## config.mk

```make
export PLATFORM = sky130hd
export DESIGN_NAME = pkt_flow_monitor
export DESIGN_NICKNAME = d
export VERILOG_FILES = /design/src/rtl/pfm_pkg.sv /design/src/rtl/pfm_sat_cnt.sv /design/src/rtl/pfm_pkt_tracker.sv /design/src/rtl/pfm_gap_timer.sv /design/src/rtl/pkt_flow_monitor.sv
export SDC_FILE = /design/constraint.sdc
export NUM_CORES = 1
export LEC_CHECK = 0
export BUFFER_PORTS_ARGS = -buffer_cell sky130_fd_sc_hd__buf_2
export CAP_MARGIN = 20
export CORE_MARGIN = 3
export CORE_UTILIZATION = 40
export DETAILED_ROUTE_END_ITERATION = 6
export SLEW_MARGIN = 0
export SYNTH_ARGS = -nofsm -noshare
export SYNTH_HDL_FRONTEND = slang
export SYNTH_SLANG_ARGS = --single-unit
```

## constraint.sdc

```tcl
create_clock -name clk -period 2.2 [get_ports clk]
set_input_delay 0.11 -clock clk [delete_from_list [all_inputs] [get_ports clk]]
set_output_delay 0.11 -clock clk [all_outputs]
set_load 0.005 [all_outputs]
```

## src/rtl/pfm_pkg.sv

```systemverilog
package pfm_pkg;

  localparam int PFM_LEN_W_DEF   = 8;
  localparam int PFM_STALL_W_DEF = 8;
  localparam int PFM_GAP_W_DEF   = 10;

  typedef enum logic {
    PS_IDLE = 1'b0,
    PS_OPEN = 1'b1
  } pfm_state_e;

endpackage

```

## src/rtl/pfm_sat_cnt.sv

```systemverilog
module pfm_sat_cnt #(
  parameter int             W       = 8,
  parameter logic [W-1:0]   RST_VAL = '0
) (
  input  logic         clk,
  input  logic         rst_n,
  input  logic         load,
  input  logic [W-1:0] load_val,
  input  logic         inc,
  output logic [W-1:0] q
);

  localparam logic [W-1:0] CNT_MAX = '1;

  logic [W-1:0] q_d;
  logic         q_en;

  always_comb begin
    q_d  = q;
    q_en = 1'b0;
    if (load) begin
      q_d  = load_val;
      q_en = 1'b1;
    end else if (inc && (q != CNT_MAX)) begin
      q_d  = q + 1'b1;
      q_en = 1'b1;
    end
  end

  always_ff @(posedge clk or negedge rst_n) begin
    if (!rst_n) begin
      q <= RST_VAL;
    end else if (q_en) begin
      q <= q_d;
    end
  end

  // a saturated counter stays saturated until reloaded
  a_r8_sat_hold: assert property (@(posedge clk) disable iff (!rst_n)
    (q == CNT_MAX && !load) |=> (q == CNT_MAX));

  // without load, the value never decreases
  a_r8_no_wrap: assert property (@(posedge clk) disable iff (!rst_n)
    (!load) |=> (q >= $past(q)));

endmodule

```

## src/rtl/pfm_pkt_tracker.sv

```systemverilog
module pfm_pkt_tracker
  import pfm_pkg::*;
#(
  parameter int LEN_W   = PFM_LEN_W_DEF,
  parameter int STALL_W = PFM_STALL_W_DEF
) (
  input  logic               clk,
  input  logic               rst_n,
  input  logic               valid,
  input  logic               ready,
  input  logic               sop,
  input  logic               eop,
  output logic               sop_beat,
  output logic               eop_beat,
  output logic [LEN_W-1:0]   fin_len,
  output logic [STALL_W-1:0] fin_stall
);

  localparam logic [LEN_W-1:0]   LEN_MAX  = '1;
  localparam logic [LEN_W-1:0]   LEN_ONE  = LEN_W'(1);
  localparam logic [STALL_W-1:0] STALL_Z  = '0;

  pfm_state_e         st_q, st_d;
  logic               pkt_open;
  logic               beat;
  logic               pkt_beat;
  logic               stall_cyc;
  logic [LEN_W-1:0]   len_q;
  logic [STALL_W-1:0] stall_q;

  assign pkt_open  = (st_q == PS_OPEN);
  assign beat      = valid & ready;
  assign sop_beat  = beat & sop & ~pkt_open;
  assign pkt_beat  = beat & (pkt_open | sop_beat);
  assign eop_beat  = pkt_beat & eop;
  assign stall_cyc = pkt_open & valid & ~ready;

  always_comb begin
    st_d = st_q;
    if (eop_beat) begin
      st_d = PS_IDLE;
    end else if (sop_beat) begin
      st_d = PS_OPEN;
    end
  end

  always_ff @(posedge clk or negedge rst_n) begin
    if (!rst_n) begin
      st_q <= PS_IDLE;
    end else begin
      st_q <= st_d;
    end
  end

  pfm_sat_cnt #(.W(LEN_W), .RST_VAL('0)) u_len_cnt (
    .clk      (clk),
    .rst_n    (rst_n),
    .load     (sop_beat),
    .load_val (LEN_ONE),
    .inc      (pkt_beat & pkt_open),
    .q        (len_q)
  );

  pfm_sat_cnt #(.W(STALL_W), .RST_VAL('0)) u_stall_cnt (
    .clk      (clk),
    .rst_n    (rst_n),
    .load     (sop_beat),
    .load_val (STALL_Z),
    .inc      (stall_cyc),
    .q        (stall_q)
  );

  always_comb begin
    if (sop_beat) begin
      fin_len   = LEN_ONE;
      fin_stall = STALL_Z;
    end else begin
      fin_len   = (len_q == LEN_MAX) ? LEN_MAX : (len_q + 1'b1);
      fin_stall = stall_q;
    end
  end

  // an open packet stays open until a beat is accepted
  a_r2_stay_open: assert property (@(posedge clk) disable iff (!rst_n)
    (pkt_open && !(valid && ready)) |=> pkt_open);

  // an open packet has counted at least its opening beat
  a_r3_len_nonzero: assert property (@(posedge clk) disable iff (!rst_n)
    pkt_open |-> (len_q != '0));

  // the not-ready count moves only on valid-high, ready-low cycles
  a_r4_stall_frozen: assert property (@(posedge clk) disable iff (!rst_n)
    (pkt_open && !(valid && !ready)) |=> $stable(stall_q));

endmodule

```

## src/rtl/pfm_gap_timer.sv

```systemverilog
module pfm_gap_timer
  import pfm_pkg::*;
#(
  parameter int GAP_W = PFM_GAP_W_DEF
) (
  input  logic             clk,
  input  logic             rst_n,
  input  logic             sop_beat,
  input  logic             eop_beat,
  output logic [GAP_W-1:0] gap_out
);

  localparam logic [GAP_W-1:0] GAP_MAX = '1;
  localparam logic [GAP_W-1:0] GAP_ONE = GAP_W'(1);

  logic [GAP_W-1:0] cnt_q;
  logic [GAP_W-1:0] hold_q, hold_d;
  logic             hold_en;

  pfm_sat_cnt #(.W(GAP_W), .RST_VAL(GAP_MAX)) u_gap_cnt (
    .clk      (clk),
    .rst_n    (rst_n),
    .load     (eop_beat),
    .load_val (GAP_ONE),
    .inc      (1'b1),
    .q        (cnt_q)
  );

  always_comb begin
    hold_en = sop_beat;
    hold_d  = cnt_q;
  end

  always_ff @(posedge clk or negedge rst_n) begin
    if (!rst_n) begin
      hold_q <= GAP_MAX;
    end else if (hold_en) begin
      hold_q <= hold_d;
    end
  end

  assign gap_out = sop_beat ? cnt_q : hold_q;

  // a close restarts the interval at one
  a_r5_restart: assert property (@(posedge clk) disable iff (!rst_n)
    eop_beat |=> (cnt_q == GAP_ONE));

  // the interval timer never reads zero
  a_r5_nonzero: assert property (@(posedge clk) disable iff (!rst_n)
    cnt_q != '0);

endmodule

```

## src/rtl/pkt_flow_monitor.sv

```systemverilog
module pkt_flow_monitor
  import pfm_pkg::*;
#(
  parameter int LEN_W   = PFM_LEN_W_DEF,
  parameter int STALL_W = PFM_STALL_W_DEF,
  parameter int GAP_W   = PFM_GAP_W_DEF
) (
  input  logic               clk,
  input  logic               rst_n,
  input  logic               mon_valid,
  input  logic               mon_ready,
  input  logic               mon_sop,
  input  logic               mon_eop,
  input  logic [LEN_W-1:0]   cfg_expect_len,
  output logic               rpt_strobe,
  output logic [LEN_W-1:0]   rpt_len,
  output logic [STALL_W-1:0] rpt_stall,
  output logic [GAP_W-1:0]   rpt_gap,
  output logic               rpt_short
);

  logic               sop_beat;
  logic               eop_beat;
  logic [LEN_W-1:0]   fin_len;
  logic [STALL_W-1:0] fin_stall;
  logic [GAP_W-1:0]   fin_gap;

  logic               rec_en;
  logic [LEN_W-1:0]   len_d;
  logic [STALL_W-1:0] stall_d;
  logic [GAP_W-1:0]   gap_d;
  logic               short_d;

  pfm_pkt_tracker #(.LEN_W(LEN_W), .STALL_W(STALL_W)) u_tracker (
    .clk       (clk),
    .rst_n     (rst_n),
    .valid     (mon_valid),
    .ready     (mon_ready),
    .sop       (mon_sop),
    .eop       (mon_eop),
    .sop_beat  (sop_beat),
    .eop_beat  (eop_beat),
    .fin_len   (fin_len),
    .fin_stall (fin_stall)
  );

  pfm_gap_timer #(.GAP_W(GAP_W)) u_gap (
    .clk      (clk),
    .rst_n    (rst_n),
    .sop_beat (sop_beat),
    .eop_beat (eop_beat),
    .gap_out  (fin_gap)
  );

  always_comb begin
    rec_en  = eop_beat;
    len_d   = fin_len;
    stall_d = fin_stall;
    gap_d   = fin_gap;
    short_d = (fin_len < cfg_expect_len);
  end

  always_ff @(posedge clk or negedge rst_n) begin
    if (!rst_n) begin
      rpt_strobe <= 1'b0;
    end else begin
      rpt_strobe <= rec_en;
    end
  end

  always_ff @(posedge clk or negedge rst_n) begin
    if (!rst_n) begin
      rpt_len   <= '0;
      rpt_stall <= '0;
      rpt_gap   <= '0;
      rpt_short <= 1'b0;
    end else if (rec_en) begin
      rpt_len   <= len_d;
      rpt_stall <= stall_d;
      rpt_gap   <= gap_d;
      rpt_short <= short_d;
    end
  end

  // a record appears only in the cycle after an accepted end-of-packet beat
  a_r7_strobe_after_eop: assert property (@(posedge clk) disable iff (!rst_n)
    rpt_strobe |-> $past(mon_valid && mon_ready && mon_eop));

  // report fields hold when no packet closes
  a_r7_fields_hold: assert property (@(posedge clk) disable iff (!rst_n)
    !eop_beat |=> ($stable(rpt_len) && $stable(rpt_stall) && $stable(rpt_gap)));

  // short flag agrees with the length and the expected length of the closing cycle
  a_r6_short_flag: assert property (@(posedge clk) disable iff (!rst_n)
    rpt_strobe |-> (rpt_short == (rpt_len < $past(cfg_expect_len))));

  // every record reports at least one beat
  a_r3_len_positive: assert property (@(posedge clk) disable iff (!rst_n)
    rpt_strobe |-> (rpt_len != '0));

endmodule

```

Word-level counts from Yosys, hierarchy flattened
Cells that the tools add are included.
Widths: inputs -> output; s select.
- output and inout port bits: 28
- word-level logic and storage cells: 56
- bits in registers: 65
- $add $sub $neg: 3
- magnitude comparators: 1
- bitwise operators: 11
- equal/unequal tests: 4
- reductions and logical operators: 9
- mux-type cells: 18
- operator list (kind ; number):
    $mux 8 ; 7
    $mux 10 ; 3
    $add 8x1->8 const B ; 2
    $ne 8x8->1 const B ; 2
    $add 10x1->10 const B ; 1
    $ne 10x10->1 const B ; 1
    $and 1x1->1 ; 8
    $eq 8x8->1 const B ; 1
    $lt 8x8->1 ; 1
    $mux 1 ; 8
    $reduce_bool 2->1 ; 4
    $reduce_and 2->1 ; 3
    $logic_and 1x1->1 ; 2
    $not 1->1 ; 2
    $or 1x1->1 ; 1

Logic depth before layout (Yosys ltp)
- depth in word-level cells: 10
- gate-level depth with buffers: 10
- depth with buffers taken out: 10

By module
From an unflattened synthesis, not the netlist that was laid out.
- cell total of the unflattened synthesis: 346
- area total of the unflattened synthesis: 3771.1 µm²
- modules (own cells, without submodules) (module ; instances ; cells each ; area an instance (µm²) ; sequential area each (µm²)):
    pkt_flow_monitor ; 1 ; 82 ; 1221.2 ; 700.7
    pfm_sat_cnt at u_tracker.u_len_cnt ... ; 2 ; 62 ; 561.8 ; 200.2
    pfm_sat_cnt at u_gap.u_gap_cnt ; 1 ; 68 ; 631.9 ; 262.8
    pfm_gap_timer ; 1 ; 23 ; 431.7 ; 262.8
    pfm_pkt_tracker ; 1 ; 49 ; 362.8 ; 25.0

Worst setup path before layout
No wires, ideal clock.
- path kind: register -> register
- from: reg u_tracker.u_len_cnt.q[0]
- to: reg rpt_short
- arrival: 2129 ps
- required time: 2078 ps
- setup slack: -50 ps
- stages on the path, launching flop included: 11
- clock period less this slack: 2250 ps
- buffers on the path: 0
- path through: dfrtp_1 > ha_1 > and4_1 > and2_1 > o21ai_0 > nor2_1 > ha_1 > nand4_1 > o21ai_0 > nor2_1 > a32o_1
- cells in the longest elaborated chain, start to end: 4
- ends and longest elaborated chain (what ; RTL line ; source):
    start: declaration ; pfm_sat_cnt.sv:10 ; output logic [W-1:0] q
    start signal: assignment ; pfm_sat_cnt.sv:34 ; q <= q_d;
    $add 8x1->8 or $eq 8x8->1 (tied branches) ; pfm_pkt_tracker.sv:78 ; fin_len = (len_q == LEN_MAX) ? LEN_MAX : (len_q + 1'b1);
    $mux 8 (*) ; pfm_pkt_tracker.sv:78 ;
    $mux 8 (*) ; pfm_pkt_tracker.sv:74 ; if (sop_beat) begin
    net fin_len[6] ; pkt_flow_monitor.sv:24 ; logic [LEN_W-1:0] fin_len;
    $lt 8x8->1 (*) ; pkt_flow_monitor.sv:60 ; short_d = (fin_len < cfg_expect_len);
    end signal: assignment ; pkt_flow_monitor.sv:81 ; rpt_short <= short_d;
    end: declaration ; pkt_flow_monitor.sv:19 ; output logic rpt_short
The timed path passes the listed nets; every way through them passes the cells marked *.
A chain may end at the register's enable or synchronous reset.

Final worst setup path
Ends and elaborated chain as after synthesis.

==> impl_metrics.env <==
export IMPL_powerDensity_nw_per_um2=974
export IMPL_intPower_uw=2680
export IMPL_grt_start_max_net_pins=35
export IMPL_dpl_hpwl_um=5230
export IMPL_synth_common_cells="nand2_1, dfrtp_1, dfstp_2"
export IMPL_skew_ns=0.0119
export IMPL_cts_path_max_buffers=2
export IMPL_fill_cells=759
export IMPL_cts_tree="built"
export IMPL_synth_top_area_share_pct=33.6
export IMPL_die_w_um=97.5
export IMPL_drtPass1Iterations=4
export IMPL_hp_class="in2reg"
export IMPL_arrival_ns=2.41
export IMPL_die_area_um2=9510
export IMPL_maxCapViolCount=0
export IMPL_worstReg2RegStart="u_tracker.u_len_cnt.q[0]"
export IMPL_synth_most_common_cell="nand2_1"
export IMPL_combPwrFrac_pct=28.9
export IMPL_p_leak_uw=0.00195
export IMPL_cp_cell_sequence="ha_2 -> and4_1 -> buf_4 -> nand4b_1 -> o21ai_2 -> nor2_1 -> ha_1 -> nand4_1 -> nor2_1 -> o21ai_1 -> a32o_1"
export IMPL_period_share_pct=99.3
export IMPL_clock_latency_ns=0.35
export IMPL_ir_drop_mv=0.537
export IMPL_cts_root_buf="clkbuf_8"
export IMPL_reg2regPathDepth=11
export IMPL_setup_viol=0
export IMPL_start_kind="flip-flop"
export IMPL_wl_per_cell_um=14.9
export IMPL_relSlewSlack_pct=61.1
export IMPL_syn_to_final_growth_pct=21.8
export IMPL_ios=42
export IMPL_yosysTopAreaCell="dfrtp_1"
export IMPL_p_switching_uw=1290
export IMPL_rows=32
export IMPL_synth_area_leaders="dfrtp_1, dfstp_2, nand2_1"
export IMPL_drv_slew=0
export IMPL_final_min_clock_period_ns=2.18
export IMPL_syn_inst=326
export IMPL_clock_fmax_ghz=0.458
export IMPL_cp_endpoint="rpt_short"
export IMPL_drc=0
export IMPL_synth_edf_count=0
export IMPL_path_clk_slew_ns=0.08
export IMPL_cpMostUsedCell="nor2_1"
export IMPL_pwr_share_seq_pct=44.6
export IMPL_syn_nets=350
export IMPL_rsz0062_at_grt="true"
export IMPL_cp_max_fo=4
export IMPL_cts_max_level=3
export IMPL_grt_pass1_wl_um=12700
export IMPL_ys_warn_count=0
export IMPL_initial_utilization_pct=42.3
export IMPL_status="finished, final reports clean"
export IMPL_worst_pin_slew_ns=0.577
export IMPL_wirelength_um=7510
export IMPL_ys_seq_elements=65
export IMPL_slowest_stage="dfrtp_1"
export IMPL_yosysSeqAreaShare_pct=49.3
export IMPL_vias_per_cell=5.17
export IMPL_die_y_um=97.5
export IMPL_syn_area_per_cell_um2=10.3
export IMPL_antenna_found_initial=0
export IMPL_whs_ns=0.136
export IMPL_grt_ovfl_total=0
export IMPL_max_stage_delay_ns=0.42
export IMPL_gp_congestion=0.854
export IMPL_endpoint_kind="flip-flop"
export IMPL_cp_required_ns=2.43
export IMPL_portBuffers=41
export IMPL_setup_tns_final_ns=0
export IMPL_r2r_end="rpt_short"
export IMPL_synth_cell_types=60
export IMPL_nNetsFinal=422
export IMPL_track_usage_pct=16.6
export IMPL_drt_initial_drc_count=69
export IMPL_critPathKind="reg2reg"
export IMPL_p_clk_share_pct=26.5
export IMPL_core_um2=7930
export IMPL_diodes=0
export IMPL_r2r_slack_ns=0.02
export IMPL_clock_sinks=65
export IMPL_min_from="mon_sop"
export IMPL_grt_pass1_vias=2637
export IMPL_syn_area_um2=3350
export IMPL_drive_above_1_share_pct=35.5
export IMPL_worstSetupStartpoint="u_tracker.u_len_cnt.q[0]"
export IMPL_finalHoldViolCount=0
export IMPL_ys_async_sr_fraction_pct=100
export IMPL_swShare_pct=32.5
export IMPL_synth_ff_type="dfrtp_1"
export IMPL_ant_nets=0
export IMPL_num_vias=2612
export IMPL_cts_buffers_inserted=9
[registers in the layout, summed over array words and instances (netlist names), 8 cells and up]
name                     flops
rpt_len                      8
rpt_gap                     10
u_tracker.u_len_cnt.q        8
u_tracker.u_stall_cnt.q      8
u_gap.hold_q                10
rpt_stall                    8
u_gap.u_gap_cnt.q           10
[placed cells by master (no fill, tap or decap), types with 2 or more instances in the layout]
master | synthesis | layout
nor4_1 | 3 | 3
nand4_1 | 4 | 4
or3_1 | 2 | 2
dfrtp_1 | 45 | 44
a21oi_1 | 13 | 13
inv_1 | 12 | 12
clkbuf_8 | 0 | 9
o21ai_0 | 16 | 13
mux2_2 | 7 | 7
or4_1 | 2 | 2
nand2b_1 | 3 | 3
o41ai_1 | 2 | 2
o211ai_1 | 4 | 4
dlygate4sd3_1 | 0 | 2
buf_4 | 2 | 33
nand3_2 | 0 | 2
nor3_4 | 1 | 2
nor2b_1 | 2 | 2
and3b_1 | 2 | 2
nor3_1 | 5 | 4
o21ai_1 | 0 | 2
buf_2 | 4 | 41
mux2i_1 | 10 | 10
o311ai_0 | 3 | 3
dfstp_2 | 20 | 20
clkinv_4 | 0 | 3
ha_1 | 10 | 9
and3_1 | 3 | 3
xor2_1 | 4 | 4
mux2_4 | 6 | 6
nor2_1 | 16 | 16
nand4b_1 | 2 | 2
nand2_1 | 72 | 72
o21ai_2 | 3 | 4
nand3_1 | 11 | 9
a31oi_1 | 3 | 3
[through the flow]
stage	worst slack, ns	area, um2	utilization [%]	std cells	total power (uW)
after CTS	0.000796	4050	51.0	502	4000
after global placement	-0.0547	3790	47.8	482	2880
after global routing	-0.120	4080	51.5	505	4250
after detailed placement	-0.110	3790	47.8	482	2910
final	0.0158	4080	51.5	505	3970
after floorplan	0.00873	3350	-	326	2470
[worst min-delay path by stage]
stage | to | slack, ns | cells past startpoint
after floorplan | rpt_gap[0] | -0.19 | 0
after global placement | rpt_stall[7] | 0.16 | 2
after detailed placement | rpt_stall[5] | 0.16 | 2
after CTS | u_tracker.pkt_open | 0.12 | 3
after global routing | u_tracker.pkt_open | 0.13 | 3
final | u_tracker.pkt_open | 0.14 | 3
[area by class of cell]
| class | count | area (um2) | area share [%] |
|---|---|---|---|
| Clock buffer | 9 | 124 | 3.04 |
| Multi-Input combinational cell | 233 | 1570 | 38.6 |
| Inverter | 13 | 48.8 | 1.20 |
| Clock inverter | 7 | 80.1 | 1.96 |
| Tap cell | 102 | 128 | 3.13 |
| Sequential cell | 65 | 1650 | 40.5 |
| Timing Repair Buffer | 76 | 473 | 11.6 |
[repair_timing]
action | in CTS | in global routing
pin swaps | 1 | 9
endpoints found under the setup margin | 1 | 1
setup buffers | 2 | 3
hold buffers | 2 | 0
gates resized for setup | 6 | 3
hold endpoints to repair | 46 | 0
[layer usage]
metal / wire, um / global-route usage (%) / vias to the layer above / part of all wire [%]
li1: - / - / 1285 / -
met1: 3620 / 22.2 / 1265 / 48
met2: 3500 / 26.0 / 56 / 47
met3: 317 / 4.02 / 6 / 4.2
met4: 76 / 5.86 / 0 / 1.0
met5: 0 / 0 / - / 0
[critical path, delay by kind of cell, from the launching register on]
kind / cells / cell delay (ns)
AO/OA/AOI/OAI: 3 / 0.42
buffers and inverters: 1 / 0.12
flip-flops: 1 / 0.42
AND/OR/NAND/NOR: 5 / 0.61
adder cells (fa/ha/maj): 2 / 0.51
[power by group through the flow]
stage / sequential [uW] / clock [uW] / combinational, uW
5_1_grt: 1820 / 1140 / 1290
6_report: 1770 / 1050 / 1150
3_3_place_gp: 1780 / 0 / 1100
3_5_place_dp: 1790 / 0 / 1120
2_1_floorplan: 1760 / 0 / 712
4_1_cts: 1770 / 1080 / 1140
[logic make-up after synthesis]
| family | count (synthesis) | share of synthesized area, % |
|---|---|---|
| xor+xnor | 5 | 1.31 |
| fa+ha+maj | 10 | 3.74 |
| mux | 24 | 8.37 |
| flops | 65 | 49.3 |
| compound gates | 56 | 12.2 |
| simple gates | 138 | 20.5 |
| buf+inv | 28 | 4.56 |
No activity file was read; power rests on OpenSTA's default activity.
